**src/rtl/ep_hs_pkg.sv**
```systemverilog
package ep_hs_pkg;

    typedef enum logic [1:0] {
        TOK_IN    = 2'd0,
        TOK_OUT   = 2'd1,
        TOK_SETUP = 2'd2,
        TOK_RSVD  = 2'd3
    } tok_e;

    typedef enum logic [1:0] {
        RSP_DATA0 = 2'd0,
        RSP_DATA1 = 2'd1,
        RSP_NAK   = 2'd2,
        RSP_ACK   = 2'd3
    } rsp_e;

    typedef enum logic [1:0] {
        ST_IDLE      = 2'd0,
        ST_SEND      = 2'd1,
        ST_WAIT_HOST = 2'd2
    } st_e;

endpackage

```
**src/rtl/ep_hs_fifo.sv**
```systemverilog
module ep_hs_fifo #(
    parameter int DEPTH = 8,
    parameter int DW    = 8,
    localparam int CW   = $clog2(DEPTH + 1),
    localparam int AW   = $clog2(DEPTH)
) (
    input  logic          clk,
    input  logic          rst_n,
    input  logic          wr_en,
    input  logic [DW-1:0] wr_data,
    input  logic          lock,
    input  logic          flush,
    input  logic [AW-1:0] rd_idx,
    output logic [DW-1:0] rd_data,
    output logic [CW-1:0] count
);

    logic                      wr_ok;
    logic [DEPTH-1:0][DW-1:0]  slots;

    assign wr_ok = wr_en && !lock && (count != CW'(DEPTH));

    for (genvar g = 0; g < DEPTH; g++) begin : g_slot
        logic [DW-1:0] slot_q;
        always_ff @(posedge clk) begin
            if (!rst_n) begin
                slot_q <= '0;
            end else if (wr_ok && count == CW'(g)) begin
                slot_q <= wr_data;
            end
        end
        assign slots[g] = slot_q;
    end

    always_ff @(posedge clk) begin
        if (!rst_n) begin
            count <= '0;
        end else if (flush) begin
            count <= '0;
        end else if (wr_ok) begin
            count <= count + CW'(1);
        end
    end

    assign rd_data = slots[rd_idx];

    AST_LOCKED_WRITE_IGNORED: assert property (@(posedge clk) disable iff (!rst_n)
        (lock && !flush) |=> $stable(count));

    AST_NO_OVERFLOW: assert property (@(posedge clk) disable iff (!rst_n)
        (wr_en && count == CW'(DEPTH) && !flush) |=> (count == CW'(DEPTH)));

endmodule

```
**src/rtl/ep_hs_flags.sv**
```systemverilog
module ep_hs_flags (
    input  logic clk,
    input  logic rst_n,
    input  logic fw_arm,
    input  logic fw_clr_done,
    input  logic fw_clr_setup,
    input  logic ev_ack,
    input  logic ev_setup,
    output logic ready,
    output logic txdone,
    output logic setup,
    output logic toggle
);

    always_ff @(posedge clk) begin
        if (!rst_n) begin
            ready  <= 1'b0;
            txdone <= 1'b0;
            setup  <= 1'b0;
            toggle <= 1'b0;
        end else begin
            if (ev_ack) begin
                ready <= 1'b0;
            end else if (fw_arm) begin
                ready <= 1'b1;
            end

            if (ev_ack) begin
                txdone <= 1'b1;
            end else if (fw_clr_done) begin
                txdone <= 1'b0;
            end

            if (ev_setup) begin
                setup <= 1'b1;
            end else if (fw_clr_setup) begin
                setup <= 1'b0;
            end

            if (ev_setup) begin
                toggle <= 1'b1;
            end else if (ev_ack) begin
                toggle <= ~toggle;
            end
        end
    end

    AST_TXDONE_STICKY: assert property (@(posedge clk) disable iff (!rst_n)
        (txdone && !fw_clr_done) |=> txdone);

    AST_ACK_RELEASES: assert property (@(posedge clk) disable iff (!rst_n)
        ev_ack |=> (txdone && !ready));

    AST_ACK_FLIPS_TOGGLE: assert property (@(posedge clk) disable iff (!rst_n)
        (ev_ack && !ev_setup) |=> (toggle != $past(toggle)));

    AST_SETUP_FORCES_DATA1: assert property (@(posedge clk) disable iff (!rst_n)
        ev_setup |=> (toggle && setup));

endmodule

```
**src/rtl/ep_hs_fsm.sv**
```systemverilog
module ep_hs_fsm
    import ep_hs_pkg::*;
#(
    parameter int DEPTH = 8,
    parameter int DW    = 8,
    localparam int CW   = $clog2(DEPTH + 1),
    localparam int AW   = $clog2(DEPTH)
) (
    input  logic          clk,
    input  logic          rst_n,
    input  logic          tok_valid,
    input  logic [1:0]    tok_kind,
    input  logic          host_ack,
    input  logic          host_timeout,
    input  logic          ready,
    input  logic          setup,
    input  logic          toggle,
    input  logic [CW-1:0] fill,
    input  logic [DW-1:0] rd_data,
    output logic [AW-1:0] rd_idx,
    output logic          resp_valid,
    output logic [1:0]    resp_code,
    output logic          tx_valid,
    output logic [DW-1:0] tx_byte,
    output logic          tx_last,
    output logic          ev_ack,
    output logic          ev_setup
);

    st_e           st_q, st_n;
    logic [CW-1:0] idx_q, idx_n;
    logic          rv_n;
    rsp_e          rc_q, rc_n;
    tok_e          tok;
    logic          at_end;

    assign tok    = tok_e'(tok_kind);
    assign at_end = (idx_q == fill - CW'(1));

    // state register
    always_ff @(posedge clk) begin
        if (!rst_n) begin
            st_q       <= ST_IDLE;
            idx_q      <= '0;
            resp_valid <= 1'b0;
            rc_q       <= RSP_DATA0;
        end else begin
            st_q       <= st_n;
            idx_q      <= idx_n;
            resp_valid <= rv_n;
            rc_q       <= rc_n;
        end
    end

    // next state and events
    always_comb begin
        st_n     = st_q;
        idx_n    = idx_q;
        rv_n     = 1'b0;
        rc_n     = rc_q;
        ev_ack   = 1'b0;
        ev_setup = 1'b0;
        unique case (st_q)
            ST_IDLE: begin
                if (tok_valid) begin
                    unique case (tok)
                        TOK_IN: begin
                            rv_n = 1'b1;
                            if (ready) begin
                                rc_n  = toggle ? RSP_DATA1 : RSP_DATA0;
                                idx_n = '0;
                                st_n  = (fill == '0) ? ST_WAIT_HOST : ST_SEND;
                            end else begin
                                rc_n = RSP_NAK;
                            end
                        end
                        TOK_OUT: begin
                            rv_n = 1'b1;
                            rc_n = setup ? RSP_NAK : RSP_ACK;
                        end
                        TOK_SETUP: begin
                            rv_n     = 1'b1;
                            rc_n     = RSP_ACK;
                            ev_setup = 1'b1;
                        end
                        default: begin
                            rv_n = 1'b0;
                        end
                    endcase
                end
            end
            ST_SEND: begin
                idx_n = idx_q + CW'(1);
                if (at_end) begin
                    st_n = ST_WAIT_HOST;
                end
            end
            ST_WAIT_HOST: begin
                if (host_ack) begin
                    ev_ack = 1'b1;
                    st_n   = ST_IDLE;
                end else if (host_timeout) begin
                    st_n = ST_IDLE;
                end
            end
            default: begin
                st_n = ST_IDLE;
            end
        endcase
    end

    // outputs
    always_comb begin
        tx_valid  = (st_q == ST_SEND);
        tx_last   = tx_valid && at_end;
        tx_byte   = tx_valid ? rd_data : '0;
        rd_idx    = idx_q[AW-1:0];
        resp_code = rc_q;
    end

    AST_OUT_NAK_WHILE_SETUP: assert property (@(posedge clk) disable iff (!rst_n)
        (st_q == ST_IDLE && tok_valid && tok == TOK_OUT && setup)
        |=> (resp_valid && resp_code == RSP_NAK));

    AST_IN_NAK_UNARMED: assert property (@(posedge clk) disable iff (!rst_n)
        (st_q == ST_IDLE && tok_valid && tok == TOK_IN && !ready)
        |=> (resp_valid && resp_code == RSP_NAK && st_q == ST_IDLE));

    AST_SEND_IN_BOUNDS: assert property (@(posedge clk) disable iff (!rst_n)
        tx_valid |-> (idx_q < fill));

    AST_TIMEOUT_KEEPS_READY: assert property (@(posedge clk) disable iff (!rst_n)
        (st_q == ST_WAIT_HOST && !host_ack && host_timeout) |=> (ready && st_q == ST_IDLE));

endmodule

```
**src/rtl/ep_handshake_ctrl.sv**
```systemverilog
module ep_handshake_ctrl #(
    parameter int DEPTH = 8,
    parameter int DW    = 8,
    localparam int CW   = $clog2(DEPTH + 1),
    localparam int AW   = $clog2(DEPTH)
) (
    input  logic          clk,
    input  logic          rst_n,
    input  logic          fw_wr_en,
    input  logic [DW-1:0] fw_wr_data,
    input  logic          fw_arm,
    input  logic          fw_clr_done,
    input  logic          fw_clr_setup,
    input  logic          tok_valid,
    input  logic [1:0]    tok_kind,
    input  logic          host_ack,
    input  logic          host_timeout,
    output logic          resp_valid,
    output logic [1:0]    resp_code,
    output logic          tx_valid,
    output logic [DW-1:0] tx_byte,
    output logic          tx_last,
    output logic          pkt_ready,
    output logic          tx_done,
    output logic          setup_pend,
    output logic [CW-1:0] fill_count,
    output logic          irq
);

    logic          ev_ack;
    logic          ev_setup;
    logic          toggle;
    logic [AW-1:0] rd_idx;
    logic [DW-1:0] rd_data;

    ep_hs_fifo #(.DEPTH(DEPTH), .DW(DW)) u_fifo (
        .clk     (clk),
        .rst_n   (rst_n),
        .wr_en   (fw_wr_en),
        .wr_data (fw_wr_data),
        .lock    (pkt_ready),
        .flush   (ev_ack),
        .rd_idx  (rd_idx),
        .rd_data (rd_data),
        .count   (fill_count)
    );

    ep_hs_flags u_flags (
        .clk          (clk),
        .rst_n        (rst_n),
        .fw_arm       (fw_arm),
        .fw_clr_done  (fw_clr_done),
        .fw_clr_setup (fw_clr_setup),
        .ev_ack       (ev_ack),
        .ev_setup     (ev_setup),
        .ready        (pkt_ready),
        .txdone       (tx_done),
        .setup        (setup_pend),
        .toggle       (toggle)
    );

    ep_hs_fsm #(.DEPTH(DEPTH), .DW(DW)) u_fsm (
        .clk          (clk),
        .rst_n        (rst_n),
        .tok_valid    (tok_valid),
        .tok_kind     (tok_kind),
        .host_ack     (host_ack),
        .host_timeout (host_timeout),
        .ready        (pkt_ready),
        .setup        (setup_pend),
        .toggle       (toggle),
        .fill         (fill_count),
        .rd_data      (rd_data),
        .rd_idx       (rd_idx),
        .resp_valid   (resp_valid),
        .resp_code    (resp_code),
        .tx_valid     (tx_valid),
        .tx_byte      (tx_byte),
        .tx_last      (tx_last),
        .ev_ack       (ev_ack),
        .ev_setup     (ev_setup)
    );

    assign irq = tx_done || setup_pend;

    AST_IRQ_HELD_BY_DONE: assert property (@(posedge clk) disable iff (!rst_n)
        (tx_done && !fw_clr_done) |=> irq);

endmodule

```
**config.mk**
```make
export PLATFORM = sky130hd
export DESIGN_NAME = ep_handshake_ctrl
export DESIGN_NICKNAME = d
export VERILOG_FILES = /design/src/rtl/ep_hs_pkg.sv /design/src/rtl/ep_hs_fifo.sv /design/src/rtl/ep_hs_flags.sv /design/src/rtl/ep_hs_fsm.sv /design/src/rtl/ep_handshake_ctrl.sv
export SDC_FILE = /design/constraint.sdc
export NUM_CORES = 1
export LEC_CHECK = 0
export CAP_MARGIN = 10
export CORE_MARGIN = 2
export CORE_UTILIZATION = 26
export CTS_BUF_LIST = sky130_fd_sc_hd__clkbuf_16
export CTS_CLUSTER_SIZE = 25
export DETAILED_ROUTE_END_ITERATION = 16
export DONT_BUFFER_PORTS = 1
export GPL_TIMING_DRIVEN = 0
export HOLD_SLACK_MARGIN = 0.02
export PLACE_DENSITY = 0.41
export REMOVE_ABC_BUFFERS = 1
export SYNTH_ARGS = -nofsm -noshare
export SYNTH_HDL_FRONTEND = slang
export SYNTH_HIERARCHICAL = 1
export SYNTH_SLANG_ARGS = --single-unit
```
**constraint.sdc**
```tcl
create_clock -name clk -period 5 [get_ports clk]
set_input_delay 0.5 -clock clk [delete_from_list [all_inputs] [get_ports clk]]
set_output_delay 0.5 -clock clk [all_outputs]
set_load 0.05 [all_outputs]
```
==> results of run 1 <==
==> power breakdown <==
group	total [mW]	internal, mW	switching [mW]	leakage (nW)
registers	0.682	0.657	0.0242	0.655
clock network	0.595	0.332	0.263	0.137
logic	0.0763	0.0368	0.0394	0.990
==> cell type report <==
class                      instances  share of cell area [%]
multi-input combinational        263                    50.1
sequential                        81                    36.8
tap                              188                    5.34
clock buffer                       9                    5.11
timing repair buffer               2                    1.25
clock inverter                     7                   0.908
inverter                           6                   0.511
==> metal layers <==
metal  track usage (%)  up-vias  share of wire [%]
li1                  -     1286                  -
met1              15.7     1276                 47
met2              20.0       64                 46
met3              3.67        9                6.1
met4              3.88        0                1.3
met5                 0        -                  0
==> logic make-up (layout without fill, tap and decap cells) <==
family	count (synthesis)	after routing	synth area share, %
and+or+nand+nor	132	132	16.7
AOI/OAI and AO/OA	22	22	3.95
muxes	91	91	29.7
DFF	81	81	40.7
buffers and inverters	30	24	4.05
xor gates and xnor gates	7	7	1.54
adders and majority gates	11	11	3.45
==> sequential cells by signal (all words and copies together) (netlist names) <==
name / cells
u_fifo/count: 4
u_fifo/g_slot.slot_q: 64
u_flags/ready: 1
u_flags/setup: 1
u_flags/toggle: 1
u_flags/txdone: 1
u_fsm/idx_q: 4
u_fsm/resp_code: 2
u_fsm/resp_valid: 1
u_fsm/st_q: 2
==> critical path, cell delays in order (launching register included) <==
cell and delay [ns]:
dfxtp_1 1.06, mux4_1 0.66, mux2_2 0.27, and2_1 0.32
==> through the flow <==
step,cells,setup slack (ns),hold slack [ns]
6_report,556,1.86,0.310
5_1_grt,556,1.75,0.310
4_1_cts,556,1.79,0.293
3_5_place_dp,540,2.15,0.445
3_3_place_gp,538,1.63,0.438
2_1_floorplan,350,2.45,0.430
==> how the worst max path moves through the flow <==
stage / depth (start not counted) / slack, ns / to
after floorplan: 2 / 2.45 / tx_byte[0]
after global placement: 2 / 1.63 / tx_last
after detailed placement: 3 / 2.15 / tx_byte[7]
after CTS: 3 / 1.79 / tx_byte[7]
after global routing: 3 / 1.75 / tx_byte[5]
final: 3 / 1.86 / tx_byte[7]
==> cells in the final DEF (no fill, tap or decap), types with 3 or more instances in the layout <==
cell type	n
mux2_2	4
ha_1	11
and3_1	5
o21ai_0	4
nand3_2	4
inv_1	9
xor2_1	3
xnor2_1	4
mux4_1	10
mux2_4	6
mux4_2	6
nor2b_1	10
dfxtp_1	81
nor2_1	9
nand3_1	4
a22oi_1	4
clkbuf_16	9
mux2i_1	65
a21boi_0	4
and2_1	9
nand2_1	75
o21a_1	5
==> results.md, run 1 <==
- Crit path DAT: 2.64 ns
- Max Slew Vio Count: 0
- Rel. slew slack: about 25%
- Area leader, netlist: dfxtp_1
- Routability Congestion: approximately 0.73
- Cell count after synthesis: 374
- Final Hold Fails: 0
- Ranking of synthesized cells by area: dfxtp_1 (41%), mux2i_1 (16%), nand2_1 (7.1%)
- Fin Clk Skew: roughly 0.006 ns
- Setup TNS: 0 ns
- FFs w/ async S/R, synth: 0%
- # Post-CTS Setup Buffers: 0
- Starting density of the core: roughly a quarter
- CP Launch Type: register
- Nets: 393
- Post-DRT Antenna Nets: 0
- CTS max path bufs: 2
- Storage cell area: approximately 1600 um2
- Ys flop type: dfxtp_1
- RSZ-0062 raised after global routing: false
- Fill cells: 1,544
- WL final: 9390 um
- P&R area growth vs syn: 10.5%
- Crit Reg-Reg Startpoint: u_flags/ready
- Critical path endpoint category: output port
- Most frequent cell after synthesis: dfxtp_1
- I/O Pins: 40
- Setup Crit Path Kind: register to output port
- HPWL Detailed: 5920 um
- Final worst-path cycle share: a little over three fifths
- Crit path launch: u_fsm/idx_q[1]
- Final instance area: about 4400 um2
- Gr usage total: between 10 and 15%
- Vias per cell: between 4 and 5
- Worst EP required: 4.50 ns
- Core Box Area: 15,100 um2
- Number of DRC markers in iteration 0: 105
- Avg Inst Size Synth: roughly 11 um2
- EDFF count, synth: 0
- Multi-input logic area: roughly 2200 um2
- Row cnt: 45
- CTS resizes: 0
- CTS sink cnt: 81
- Worst-Margin Slew: 1.12 ns
- Post-synthesis register bit count: a little over 80
- PwrDens: 307 nW/um2
- Layout cells sized above 1: 10.1%
- Cell leakage power: 1.78 nW
- Fmax: 319 MHz
- IO buf count: 0
- Vias in the first global route: 2,750
- DRC violations left: 0
- Worst min-delay path class: input port to register
- Die area: between 15,000 and 20,000 um2
- Grt total ovfl: 0
- CTS H-tree lvls: 3
- R2r setup slk: between 2 and 3 ns
- Final Core Density: 29.2%
- Top-area cell type share of the netlist area: 40.7%
- Largest net degree at the start of global routing: 87
- Global-route wire length before repair: around 15,000 um
- Worst-case vdd ir drop: 0.000143 V
- Top cells by count, synth: dfxtp_1 (81), nand2_1 (75), mux2i_1 (65)
- CP Max Fanout: 20
- Sequential fraction of the synthesis area: 40.7%
- CTS Hold Bufs: 0
- Routed len/inst: 16.9 um
- Initial antenna violation count: 0
- WHS Path Cells: 2
- Clock Latency Late Sink: roughly 0.34 ns
- WHS Endpoint: u_fifo/g_slot[4].slot_q[4]
- Pre-antenna DRT Iters: 4
- Diode count: 0
- Synth warn: 6
- Hold path start: rst_n
- TritonCTS clock tree: done
- Synth cell types: 42
- Via count: ~2,600
- Cell Area, Placed: 4140 um2
- Worst-path clk slew: 0.06 ns
- Outcome: finished, final reports clean
- Die H: between 100 and 150 um
- Die width: 128 um
- Count of cells along the worst register-to-register path: 3
- Terminus of the critical flop-to-flop path: u_fifo/g_slot[6].slot_q[0]
- Mapped Area: 3990 um2
- MaxCap Viol Count: 0
- Tmin final: about 3.1 ns
- Setup Viol. Count Final: 0
- Power, Total: 1.35 mW
- CTS buffer count: 9
- CTS root buf: clkbuf_16
Power figures use the tool's default switching activity.
==> run 2: changes to the inputs <==
PLACE_DENSITY = 0.43   (was 0.41)
clock period = 2.6 ns   (was 5 ns; I/O delays follow)
==> run 2 against run 1 <==
Via count fell by 0.68%. Non-clock buffer count unchanged. Register-to-register slack worse by 2.4 ns. Sequential power rose by 92%. Design area rose by 1.4%. Global-route usage shrank 0.37 points. Setup slack got worse by 1.7 ns. Total power grew 110%. Worst hold slack worse by 0.24 ns. Core utilization up 0.41 points. Sequential share of layout area shrank 0.29 points. Largest cell class unchanged. Highest routed layer unchanged.
==> results.md, run 2 (synthesized netlist as in run 1, its figures left out) <==
- CTS buffer count: 9
- Fill cells: 1,531
- CTS max path bufs: 2
- IO buf count: 0
- Power, Total: about 2.8 mW
- Core Box Area: ~15,000 um2
- CTS Hold Bufs: 0
- Fmax: roughly 410 MHz
- Die area: 16,300 um2
- Most frequent cells in the layout: dfxtp_1 (77), nand2_1 (75), mux2i_1 (65), ha_1 (11)
- Clock power frac: 48.3%
- Post-DRT Antenna Nets: 0
- Rel. slew slack: 41.7%
- Nets: 393
- Crit path DAT: 2.15 ns
- Met2 usage: 18.7%
- WP buf/inv: 1
- Routed len/inst: 16.5 um
- Global-route wire length before repair: between 10,000 and 15,000 um
- P&R area growth vs syn: 12.1%
- CP Launch Type: register
- Worst-case vdd ir drop: 0.000391 V
- Routability Congestion: 0.719
- RSZ-0062 raised after global routing: false
- Vias per cell: 4.71
- Combinational share of power: approximately 5.2%
- GR peak layer: met2
- Top flop regs: u_fifo/g_slot.slot_q (64), u_fifo/count (4), u_fsm/idx_q (4)
- Register with the most flip-flops: u_fifo/g_slot.slot_q
- Tmin final: ~2.4 ns
- Clock Latency Late Sink: roughly 0.33 ns
- Sw frac: 22.8%
- Max Slew Vio Count: 0
- Grt total ovfl: 0
- Die width: 128 um
- Starting density of the core: a little over a quarter
- Met1 Usage GRT: 16.0%
- Worst EP required: approximately 2.3 ns
- CP Max Fanout: 11
- MaxCap Viol Count: 0
- Largest net degree at the start of global routing: a little under 90
- PwrDens: around 630 nW/um2
- CP max-delay cell: mux4_1
- Final Hold Fails: 0
- CTS root buf: clkbuf_16
- I/O Pins: 40
- Worst-Margin Slew: 0.874 ns
- Setup Crit Path Kind: register to output port
- Outcome: finished, final reports clean
- Setup TNS: 0 ns
- Row cnt: 45
- Sw Pwr: ~0.64 mW
- Final instance area: about 4500 um2
- Sequential cell fraction of total power: 46.5%
- CTS H-tree lvls: 3
- Post-place setup slack: -0.0119 ns
- Storage cell area: about 1600 um2
- Cell leakage power: 1.80 nW
- DRC violations left: 0
- Initial antenna violation count: 0
- Crit path cell chain: buf_16, mux4_1, mux2_4, and2_1
- Crit path max-delay family: multiplexers
- Max reg flops: between 60 and 70
- GR Util met3: 4.30%
- Number of DRC markers in iteration 0: 119
- Vias in the first global route: 2,653
- CTS sink cnt: 81
- Slowest cell delay on critical path: about 0.56 ns
- Worst min-delay path class: input port to register
- Worst-path clk slew: approximately 0.060 ns
- Multi-input logic area: 2210 um2
- HPWL Detailed: 5820 um
- Fin Clk Skew: 0.00426 ns
- Diode count: 0
- PnR worst setup slack: 0.188 ns
- WL final: 9190 um
- Setup Viol. Count Final: 0
- Critical path endpoint category: output port
- Layout cells sized above 1: 11.7%
- Cell Area, Placed: slightly above 4000 um2
- Pint: 2.17 mW
- Leading cell type in the layout, fill and taps excluded: dfxtp_1
- Pre-antenna DRT Iters: 4
- Die H: 128 um
- Gr usage total: a little under an eighth
- Via count: 2,617
- Final worst-path cycle share: 92.8%
- TritonCTS clock tree: done
run 2: worst reg2reg max path: cells and delay by family, from the launching register on:
kind             cells  cell delay (ns)
DFF                  1             0.54
and+or+nand+nor      2             1.46
muxes                1             0.27
run 2: path summary, 6_finish.rpt:
path | start | to | slack [ns] | cells past startpoint
worst max register to register | u_flags/ready | u_fifo/g_slot[6].slot_q[1] | 0.25 | 3
worst max-delay path | u_fsm/idx_q[2] | tx_byte[2] | 0.19 | 4
worst min register to register | u_fifo/g_slot[3].slot_q[7] | u_fifo/g_slot[3].slot_q[7] | 0.45 | 2
worst min-delay path | rst_n | u_fifo/g_slot[5].slot_q[3] | 0.08 | 2
run 2: timing repair:
| action | in CTS | in global routing |
|---|---|---|
| setup endpoints to repair | 9 | 7 |
| gates resized for setup | 3 | 3 |
| setup buffers | 0 | 0 |
run 2: through the flow:
stage | utilization, % | instances | hold slack (ns)
floorplan | - | 350 | 0.377
global placement | 27.1 | 538 | 0.396
detailed placement | 27.5 | 540 | 0.402
global route | 29.6 | 556 | 0.0509
CTS | 29.6 | 556 | 0.0482
finish | 29.6 | 556 | 0.0750
run 2: per-layer routing:
layer  vias to the layer above  part of all wire, %  wire, um
met5                         -                    0         0
met4                         0                 0.72        66
met3                         8                  6.6       607
met2                        54                   45      4130
met1                      1264                   48      4390
li1                       1291                    -         -
run 2: power groups by stage:
| stage | combinational [mW] | sequential [mW] | clock (mW) |
|---|---|---|---|
| 6_report | 0.147 | 1.31 | 1.36 |
| 5_1_grt | 0.164 | 1.31 | 1.46 |
| 4_1_cts | 0.148 | 1.31 | 1.41 |
| 3_5_place_dp | 0.148 | 1.34 | 0 |
| 3_3_place_gp | 0.144 | 1.34 | 0 |
| 2_1_floorplan | 0.119 | 1.33 | 0 |
run 2: cell type report:
type	instances	area share [%]
clock buffers	9	5.04
inverters	6	0.504
repair buffers	2	1.23
well taps	188	5.26
clock inverters	7	2.07
flip-flops and latches	81	36.5
multi-input cells	263	49.4
